[config.mk]
export PLATFORM = sky130hd
export DESIGN_NAME = ecc_part_classifier
export DESIGN_NICKNAME = d
export VERILOG_FILES = /design/src/rtl/secded_pkg.sv /design/src/rtl/secded_part.sv /design/src/rtl/ecc_out_stage.sv /design/src/rtl/ecc_part_classifier.sv
export SDC_FILE = /design/constraint.sdc
export NUM_CORES = 1
export LEC_CHECK = 0
export BUFFER_PORTS_ARGS = -buffer_cell sky130_fd_sc_hd__buf_4
export CAP_MARGIN = 20
export CORE_ASPECT_RATIO = 0.6
export CORE_MARGIN = 5
export CORE_UTILIZATION = 50
export CTS_CLUSTER_SIZE = 8
export DETAILED_ROUTE_END_ITERATION = 10
export GPL_TIMING_DRIVEN = 0
export PLACE_DENSITY = 0.77
export SYNTH_ARGS = -nofsm -noshare
export SYNTH_HDL_FRONTEND = slang
export SYNTH_SLANG_ARGS = --single-unit
[constraint.sdc]
create_clock -name clk -period 4.6 [get_ports clk]
set_clock_uncertainty 0.1 [all_clocks]
set_input_delay 0.69 -clock clk [delete_from_list [all_inputs] [get_ports clk]]
set_output_delay 0.69 -clock clk [all_outputs]
set_load 0.005 [all_outputs]
[src/rtl/secded_pkg.sv]
package secded_pkg;

  // number of Hamming check bits (overall parity excluded) for dw data bits
  function automatic int chk_bits(input int dw);
    int r;
    r = 1;
    while ((1 << r) < dw + r + 1) r++;
    return r;
  endfunction

  // codeword position (from 1) of data bit j; powers of two are skipped
  function automatic int data_pos(input int j);
    int pos;
    int cnt;
    pos = 0;
    cnt = -1;
    while (cnt < j) begin
      pos++;
      if ((pos & (pos - 1)) != 0) cnt++;
    end
    return pos;
  endfunction

  typedef struct packed {
    logic addr_se;
    logic mac_se;
    logic hi_se;
    logic lo_se;
    logic ded;
    logic sec;
  } ecc_rec_t;

endpackage

[src/rtl/secded_part.sv]
module secded_part
  import secded_pkg::*;
#(
  parameter int DW = 32
) (
  input  logic [DW-1:0]          data_i,
  input  logic [chk_bits(DW):0]  chk_i,
  output logic [DW-1:0]          data_o,
  output logic                   sec_o,
  output logic                   ded_o,
  output logic                   hit_o
);
  localparam int R = chk_bits(DW);
  localparam int N = DW + R;

  logic [R-1:0] contrib [DW];
  logic [R-1:0] syn;
  logic         par_mis;
  logic         in_range;
  logic         syn_nz;
  logic         syn_pow;

  // per-bit syndrome contribution and correction
  for (genvar gj = 0; gj < DW; gj++) begin : g_bit
    localparam int P = data_pos(gj);
    assign contrib[gj] = data_i[gj] ? R'(P) : '0;
    assign data_o[gj]  = data_i[gj] ^ (hit_o && (syn == R'(P)));
  end

  // check bit c sits at position 2^c, so it enters the syndrome as itself
  always_comb begin
    syn = chk_i[R-1:0];
    for (int j = 0; j < DW; j++) syn = syn ^ contrib[j];
  end

  assign par_mis  = ^{data_i, chk_i};
  assign syn_nz   = |syn;
  assign syn_pow  = $onehot(syn);
  assign in_range = (32'(syn) <= 32'(N));

  // odd-weight error: correctable when the syndrome points inside the word
  assign sec_o = par_mis && in_range;
  assign ded_o = (!par_mis && syn_nz) || (par_mis && !in_range);
  // a data bit was hit: syndrome is neither zero nor a check position
  assign hit_o = sec_o && syn_nz && !syn_pow;

endmodule

[src/rtl/ecc_out_stage.sv]
module ecc_out_stage
  import secded_pkg::*;
#(
  parameter int AW = 32,
  parameter int MW = 32,
  parameter int HW = 64
) (
  input  logic          clk,
  input  logic          rst_n,
  input  logic          in_valid,
  output logic          in_ready,
  input  logic [AW-1:0] c_addr,
  input  logic [MW-1:0] c_mac,
  input  logic [HW-1:0] c_dhi,
  input  logic [HW-1:0] c_dlo,
  input  ecc_rec_t      c_rec,
  output logic          out_valid,
  input  logic          out_ready,
  output logic [AW-1:0] out_addr,
  output logic [MW-1:0] out_mac,
  output logic [HW-1:0] out_dhi,
  output logic [HW-1:0] out_dlo,
  output ecc_rec_t      out_rec,
  output logic          err_push
);
  logic accept;
  logic fresh;

  assign in_ready = !out_valid || out_ready;
  assign accept   = in_valid && in_ready;

  always_ff @(posedge clk or negedge rst_n) begin
    if (!rst_n) begin
      out_valid <= 1'b0;
      fresh     <= 1'b0;
      out_addr  <= '0;
      out_mac   <= '0;
      out_dhi   <= '0;
      out_dlo   <= '0;
      out_rec   <= '0;
    end else begin
      fresh <= accept;
      if (accept) begin
        out_valid <= 1'b1;
        out_addr  <= c_addr;
        out_mac   <= c_mac;
        out_dhi   <= c_dhi;
        out_dlo   <= c_dlo;
        out_rec   <= c_rec;
      end else if (out_ready) begin
        out_valid <= 1'b0;
      end
    end
  end

  assign err_push = fresh && (out_rec.sec || out_rec.ded);

  AST_PUSH_AFTER_ACCEPT: assert property (@(posedge clk) disable iff (!rst_n)
    err_push |-> $past(in_valid && in_ready));
  AST_PUSH_NEEDS_ERR: assert property (@(posedge clk) disable iff (!rst_n)
    err_push |-> (out_rec.sec || out_rec.ded));
  AST_STALL_HOLDS: assert property (@(posedge clk) disable iff (!rst_n)
    (out_valid && !out_ready) |=> (out_valid && $stable(out_rec) && $stable(out_dlo)
                                   && $stable(out_dhi) && $stable(out_addr) && $stable(out_mac)));
  AST_STALL_BLOCKS: assert property (@(posedge clk) disable iff (!rst_n)
    (out_valid && !out_ready) |-> !in_ready);

endmodule

[src/rtl/ecc_part_classifier.sv]
module ecc_part_classifier
  import secded_pkg::*;
#(
  parameter int ADDR_W = 32,
  parameter int MAC_W  = 32,
  parameter int HALF_W = 64
) (
  input  logic                        clk,
  input  logic                        rst_n,
  input  logic                        in_valid,
  output logic                        in_ready,
  input  logic [ADDR_W-1:0]           in_addr,
  input  logic [chk_bits(ADDR_W):0]   in_addr_chk,
  input  logic [MAC_W-1:0]            in_mac,
  input  logic [chk_bits(MAC_W):0]    in_mac_chk,
  input  logic [HALF_W-1:0]           in_dhi,
  input  logic [chk_bits(HALF_W):0]   in_dhi_chk,
  input  logic [HALF_W-1:0]           in_dlo,
  input  logic [chk_bits(HALF_W):0]   in_dlo_chk,
  output logic                        out_valid,
  input  logic                        out_ready,
  output logic [ADDR_W-1:0]           out_addr,
  output logic [MAC_W-1:0]            out_mac,
  output logic [HALF_W-1:0]           out_dhi,
  output logic [HALF_W-1:0]           out_dlo,
  output logic [5:0]                  out_rec,
  output logic                        err_push
);
  logic [ADDR_W-1:0] c_addr;
  logic [MAC_W-1:0]  c_mac;
  logic [HALF_W-1:0] c_dhi;
  logic [HALF_W-1:0] c_dlo;
  logic [3:0]        p_sec;
  logic [3:0]        p_ded;
  logic [3:0]        p_hit;
  ecc_rec_t          rec_c;
  ecc_rec_t          rec_q;

  // partition index: 0 low half, 1 high half, 2 MAC, 3 address
  secded_part #(.DW(HALF_W)) u_lo (
    .data_i(in_dlo), .chk_i(in_dlo_chk), .data_o(c_dlo),
    .sec_o(p_sec[0]), .ded_o(p_ded[0]), .hit_o(p_hit[0]));
  secded_part #(.DW(HALF_W)) u_hi (
    .data_i(in_dhi), .chk_i(in_dhi_chk), .data_o(c_dhi),
    .sec_o(p_sec[1]), .ded_o(p_ded[1]), .hit_o(p_hit[1]));
  secded_part #(.DW(MAC_W)) u_mac (
    .data_i(in_mac), .chk_i(in_mac_chk), .data_o(c_mac),
    .sec_o(p_sec[2]), .ded_o(p_ded[2]), .hit_o(p_hit[2]));
  secded_part #(.DW(ADDR_W)) u_addr (
    .data_i(in_addr), .chk_i(in_addr_chk), .data_o(c_addr),
    .sec_o(p_sec[3]), .ded_o(p_ded[3]), .hit_o(p_hit[3]));

  always_comb begin
    rec_c         = '0;
    rec_c.sec     = |p_sec;
    rec_c.ded     = |p_ded;
    rec_c.lo_se   = p_hit[0];
    rec_c.hi_se   = p_hit[1];
    rec_c.mac_se  = p_hit[2];
    rec_c.addr_se = p_hit[3];
  end

  ecc_out_stage #(.AW(ADDR_W), .MW(MAC_W), .HW(HALF_W)) u_stage (
    .clk(clk), .rst_n(rst_n),
    .in_valid(in_valid), .in_ready(in_ready),
    .c_addr(c_addr), .c_mac(c_mac), .c_dhi(c_dhi), .c_dlo(c_dlo), .c_rec(rec_c),
    .out_valid(out_valid), .out_ready(out_ready),
    .out_addr(out_addr), .out_mac(out_mac), .out_dhi(out_dhi), .out_dlo(out_dlo),
    .out_rec(rec_q), .err_push(err_push));

  assign out_rec = rec_q;

  AST_PART_NEEDS_SEC: assert property (@(posedge clk) disable iff (!rst_n)
    out_valid |-> (out_rec[0] || out_rec[5:2] == 4'b0));
  AST_PART_EXCLUSIVE: assert property (@(posedge clk) disable iff (!rst_n)
    in_valid |-> ((p_sec & p_ded) == 4'b0));
  AST_IDLE_NO_PUSH: assert property (@(posedge clk) disable iff (!rst_n)
    !out_valid |-> !err_push);

endmodule

After elaboration in Yosys (flattened, before gate mapping):

Index checks and enable logic that the tools add are counted.

* logic and storage cells: 1056
* input port bits: 226
* output and inout port bits: 201
* register bits: 200

* order comparisons: 4
* equal/unequal tests: 196
* bitwise gates (word level): 384
* reduce and logical (&&, ||, !) cells: 244
* muxes and demuxes: 194
* add/subtract/negate cells: 22

Operators by type and width (number)
* 7-bit XOR: 128
* 6-bit 2-to-1 mux: 74
* 7-bit by 6-bit == test with 1-bit output (second input constant): 62
* 6-bit XOR: 64
* 5-bit 2-to-1 mux: 60
* 1-bit logical AND: 214
* 7-bit by 5-bit == test with 1-bit output (second input constant): 30
* 1-bit XOR: 192
* 6-bit by 5-bit == test with 1-bit output (second input constant): 30
* 72-bit parity: 2
* 4-bit 2-to-1 mux: 28
* 7-bit by 4-bit == test with 1-bit output (second input constant): 14
* 7-bit == test (second input constant): 14
* 7-bit 2-to-1 mux: 14
* 6-bit by 4-bit == test with 1-bit output (second input constant): 14
* 39-bit parity: 2
* 6-bit == test (second input constant): 12
* 7-bit by 3-bit == test with 1-bit output (second input constant): 6
* 6-bit by 3-bit == test with 1-bit output (second input constant): 6
* 3-bit 2-to-1 mux: 12
* 1-bit by 1-bit adder with 2-bit output: 12
* 3-bit adder: 8
* 7-bit by 2-bit == test with 1-bit output (second input constant): 2
* 7-bit <= comparator (second input constant): 2
* other kinds (12): 42

Logic depth before layout (Yosys ltp):

* word-level depth: 73
* gate-level depth with buffers: 18
* mapped depth without buffers: 17

Cells and area by module:

From an unflattened synthesis, not the netlist that was laid out.

* cells, all modules: 1399
* area, all modules: 16849.9 µm²

By module, submodules not included
* ecc_out_stage: seq. area each 5004.8 µm², cells each 424, times used 1, area an instance 7875.1 µm²
* secded_part (u_hi ...): seq. area each 0.0 µm², cells each 311, times used 2, area an instance 2777.7 µm²
* secded_part (u_mac): seq. area each 0.0 µm², cells each 181, times used 1, area an instance 1846.8 µm²
* secded_part (u_addr): seq. area each 0.0 µm², cells each 170, times used 1, area an instance 1557.7 µm²
* ecc_part_classifier: seq. area each 0.0 µm², cells each 2, times used 1, area an instance 15.0 µm²

Least setup slack after synthesis:

Ideal clock, no wire load.

* kind: input -> register
* start: in in_dhi[9]
* end: reg u_stage.out_dhi[48]
* library setup time: 0.136 ns
* data required time: 4.364 ns
* arrival time: 5.553 ns
* stages: 18
* slack: -1.188 ns
* cells stage by stage: xnor3_1 xnor2_1 xnor2_1 xnor3_1 xnor2_1 ha_1 clkbuf_1 inv_1 fa_1 inv_1 fa_1 xnor2_1 nor3b_1 nor3_1 buf_2 nand4_1 xor2_1 o21ai_0

* word-level cells in the longest chain between the ends: 64
* elaborated cells on any way between the ends: 71
* those cells by class: add/sub: 4; order compare: 1; eq/ne: 2; mux: 1; bitwise: 56; reduce/logical: 7

Ends and longest elaborated chain
* start, declared: line ecc_part_classifier.sv:16 `input logic [HALF_W-1:0] in_dhi,`
* 4-bit 2-to-1 mux: line secded_part.sv:26 `assign contrib[gj] = data_i[gj] ? R'(P) : '0;`
* 7-bit XOR (55 in a row): line secded_part.sv:33 `for (int j = 0; j < DW; j++) syn = syn ^ contrib[j];`
* 1-bit by 1-bit adder with 2-bit output (not written as such): line secded_part.sv:38 `assign syn_pow = $onehot(syn);`
* 3-bit adder (not written as such) (2 in a row): line secded_part.sv:38
* 3-bit by 1-bit == test with 1-bit output: line secded_part.sv:38
* 1-bit logical NOT: line secded_part.sv:45 `assign hit_o = sec_o && syn_nz && !syn_pow;`
* 1-bit logical AND: line secded_part.sv:45
* 1-bit logical AND (*): line secded_part.sv:27 `assign data_o[gj] = data_i[gj] ^ (hit_o && (syn == R'(P)));`
* 1-bit XOR (*): line secded_part.sv:27
* end signal, assigned: line ecc_out_stage.sv:47 `out_dhi <= c_dhi;`
* end, declared: line ecc_out_stage.sv:21 `output logic [HW-1:0] out_dhi,`

Mark *: on every way between the ends. The rest lies on a longest branch, timed or not.
A chain may end at the register's enable or synchronous reset.

Final worst setup path:

* start: in in_dhi[15]
* end: reg u_stage.out_dhi[58]

* word-level cells in the longest chain between the ends: 58
* elaborated cells on any way between the ends: 67
* those cells by class: add/sub: 6; order compare: 1; eq/ne: 2; mux: 1; bitwise: 50; reduce/logical: 7

Ends and longest elaborated chain (line)
* 5-bit 2-to-1 mux: secded_part.sv:26
* 7-bit XOR (49 in a row): secded_part.sv:33
* 1-bit by 1-bit adder with 2-bit output (not written as such): secded_part.sv:38
* 3-bit adder (not written as such) / 3-bit by 1-bit adder with 3-bit output (equally long branches): secded_part.sv:38
* 3-bit adder (not written as such): secded_part.sv:38
* 3-bit by 1-bit == test with 1-bit output: secded_part.sv:38
* 1-bit logical NOT: secded_part.sv:45
* 1-bit logical AND: secded_part.sv:45
* 1-bit logical AND (*): secded_part.sv:27
* 1-bit XOR (*): secded_part.sv:27

Marked as above.

==> flow_metrics.env <==
export IMPL_dr_pass1_iters=7
export IMPL_drive_above_1_share=0.3547
export IMPL_gp_congestion=1.038
export IMPL_antenna_cells=0
export IMPL_cts_root_buf="clkbuf_16"
export IMPL_grt_first_pass_wirelength_um=88360
export IMPL_num_io_pins=427
export IMPL_htree_levels=4
export IMPL_crit_fanout=6
export IMPL_crit_top_cell="buf_4"
export IMPL_period_share=1.085
export IMPL_die_h_um=146.9
export IMPL_cts_buffer_depth=2
export IMPL_cp_slowest_cell="fa_1"
export IMPL_path_clk_slew_ns=0.09
export IMPL_hold_ws_ns=0.1113
export IMPL_worst_pin_slew_ns=1.137
export IMPL_cp_start_kind="primary input"
export IMPL_grt_setup_unrepaired="true"
export IMPL_cts_inserted_buffers=17
export IMPL_ys_ff_latch=200
export IMPL_finalSetupTns_ns=-17.48
export IMPL_synth_top_cell_area_share=0.3206
export IMPL_slew_viol_final=0
export IMPL_clock_latency_ns=0.47
export IMPL_drc=0
export IMPL_hold_viol_final=0
export IMPL_end_kind="flop"
export IMPL_power_mw=20.70
export IMPL_worstPathBufferInverterCount=5
export IMPL_syn_avg_cell_area_sq_um=9.358
export IMPL_synth_top_cell_by_area="dfrtp_1"
export IMPL_design_area_sq_mm=0.02234
export IMPL_drv_cap=0
export IMPL_wl_um=61590
export IMPL_synth_ff_type="dfrtp_1"
export IMPL_dpl_hpwl_um=46940
export IMPL_netlist_instances=1668
export IMPL_dieArea_sq_mm=0.03497
export IMPL_netlist_area_sq_mm=0.01561
export IMPL_grt_max_degree=116
export IMPL_hold_path_class="primary input to asynchronous set/reset pin"
export IMPL_slew_headroom=0.2419
export IMPL_portBuffers=425
export IMPL_nNetsFinal=2461
export IMPL_crit_arrival_ns=5.27
export IMPL_place_area_sq_mm=0.01968
export IMPL_track_usage=0.3312
export IMPL_start_util=0.5041
export IMPL_timing_final_ws_setup_ns=-0.3917
export IMPL_pre_cts_slack_ns=-1.506
export IMPL_routedWlPerCell_um=23.71
export IMPL_status="finished with violations"
export IMPL_p_leak_nw=9.753
export IMPL_drt_iter0_drc=1534
export IMPL_grt_overflow_total=0
export IMPL_required_ns=4.88
export IMPL_worstSetupPathType="primary input to flop"
export IMPL_slowest_delay_ns=0.51
export IMPL_rows=50
export IMPL_synthTopCellsByArea="dfrtp_1 (32%), xnor2_1 (21%), xnor3_1 (8.8%), xor2_1 (6.2%), nand2_1 (6.0%)"
export IMPL_synth_edf_count=0
export IMPL_critPathTopFamily="XOR/XNOR gates"
export IMPL_clock_fmax_mhz=200.3
export IMPL_yosysMostFrequentCell="xnor2_1"
export IMPL_powerDensity_mw_per_mm2=926.8
export IMPL_crit_chain="buf_4, xnor2_2, xnor2_1, xnor2_1, xor2_1, xnor2_4, ha_4, inv_2, fa_1, ha_2, fa_2, xnor2_2, nor3b_4, buf_4, nor2_4, nand3_4, buf_6, buf_4, o31ai_1, a31oi_1"
export IMPL_core_sq_mm=0.03097
export IMPL_viasPerCell=5.656
export IMPL_ir_worst_vdd_mv=0.9274
export IMPL_syn_nets=1960
export IMPL_synth_seq_area_share=0.3206
export IMPL_async_flop_share=1.000
export IMPL_netlist_top_cells_count="xnor2_1 (382), nand2_1 (251), dfrtp_1 (200)"
export IMPL_die_x_um=238.1
export IMPL_violations="negative setup slack"
export IMPL_clkSinkCount=200
export IMPL_yosys_warnings=0
export IMPL_cts_tree="built"
export IMPL_grt_pass1_vias=14510
export IMPL_finalCriticalPeriod_ns=4.992
export IMPL_antenna_found_initial=0
export IMPL_area_growth_pct=43.11
export IMPL_num_vias=14700
export IMPL_setup_viol=107
export IMPL_synth_distinct_cells=53
export IMPL_ant_nets=0
timing repair:
item,in CTS,in global routing
cloned,6,2
endpoints found under the setup margin,145,167
gates resized for setup,131,227
pin swaps,72,104
hold buffers,0,0
setup buffers,31,26
routing by layer:
metal | vias to the layer above | part of all wire | GRT usage
met5 | - | 0 | 0
met4 | 0 | 0.035 | 0.08601
met3 | 152 | 0.11 | 0.09024
met2 | 907 | 0.44 | 0.4946
met1 | 7233 | 0.41 | 0.4807
li1 | 6403 | - | -
cell usage in the layout, fill, tap and decap left out, types with 11 or more instances in the layout:
master / instances
buf_4: 457
xnor2_1: 319
nand2_1: 246
dfrtp_1: 200
o21ai_1: 106
xor2_1: 86
o21ai_0: 85
nor2_1: 84
xnor2_2: 56
clkbuf_1: 54
xnor3_1: 50
ha_1: 46
inv_1: 45
nor2_4: 42
nand3_2: 34
xor2_2: 23
clkbuf_16: 19
buf_6: 17
xnor3_2: 14
nand3_4: 11
buf_8: 11
report_power, final:
part | total, mW | internal, mW | switching (mW) | leakage (nW)
sequential | 2.33 | 2.11 | 0.224 | 2.45
clock | 1.60 | 0.752 | 0.849 | 0.292
combinational | 16.8 | 7.01 | 9.76 | 7.01
total | 20.7 | 9.87 | 10.8 | 9.75
metrics by stage:
| stage | std cells | utilization |
|---|---|---|
| after floorplan | 1668 | - |
| after global routing | 2598 | 0.7214 |
| after detailed placement | 2511 | 0.6356 |
| after CTS | 2580 | 0.6878 |
| after global placement | 2509 | 0.6343 |
| final | 2598 | 0.7214 |
worst paths after layout:
path / endpoint / depth (start not counted) / slack, ns / from
max: u_stage.out_dhi[58]$_DFFE_PN0P_ / 20 / -0.39 / in_dhi[15]
min: u_stage.out_dlo[18]$_DFFE_PN0P_ / 1 / 0.11 / rst_n
max reg2reg: u_stage.out_addr[11]$_DFFE_PN0P_ / 7 / 1.55 / u_stage.out_valid$_DFFE_PN0P_
min reg2reg: u_stage.out_rec[4]$_DFFE_PN0P_ / 2 / 0.38 / u_stage.out_rec[4]$_DFFE_PN0P_
max in group asynchronous: u_stage.out_dhi[42]$_DFFE_PN0P_ / 2 / 3.21 / rst_n
min in group clk: u_stage.out_valid$_DFFE_PN0P_ / 2 / 0.33 / in_valid
kinds of logic (layout without fill, tap and decap cells):
family,after synthesis,count (layout),synth area share
XOR/XNOR,563,563,0.3780
AND/OR/NAND/NOR,488,488,0.1345
AO/OA/AOI/OAI,225,225,0.07695
flip-flops,200,200,0.3206
buffers and inverters,125,639,0.03158
adder cells (fa/ha/maj),66,66,0.05771
multiplexers,1,1,0.0006413
cell type report:
type	instances	area [sq um]
well taps	416	520.5
multi-input cells	1343	11800
flip-flops and latches	200	5005
repair buffers	483	3806
plain buffers	72	406.6
inverters	52	195.2
clock inverters	14	166.4
fillers	2201	8628
clock buffers	18	439.2
flip-flops by register name, indices dropped and copies added (netlist names):
| name | flops |
|---|---|
| u_stage.out_dhi | 64 |
| u_stage.out_dlo | 64 |
| u_stage.out_addr | 32 |
| u_stage.out_mac | 32 |
| u_stage.out_rec | 6 |
| u_stage.fresh | 1 |
| u_stage.out_valid | 1 |
(Power assumes the default switching activity.)
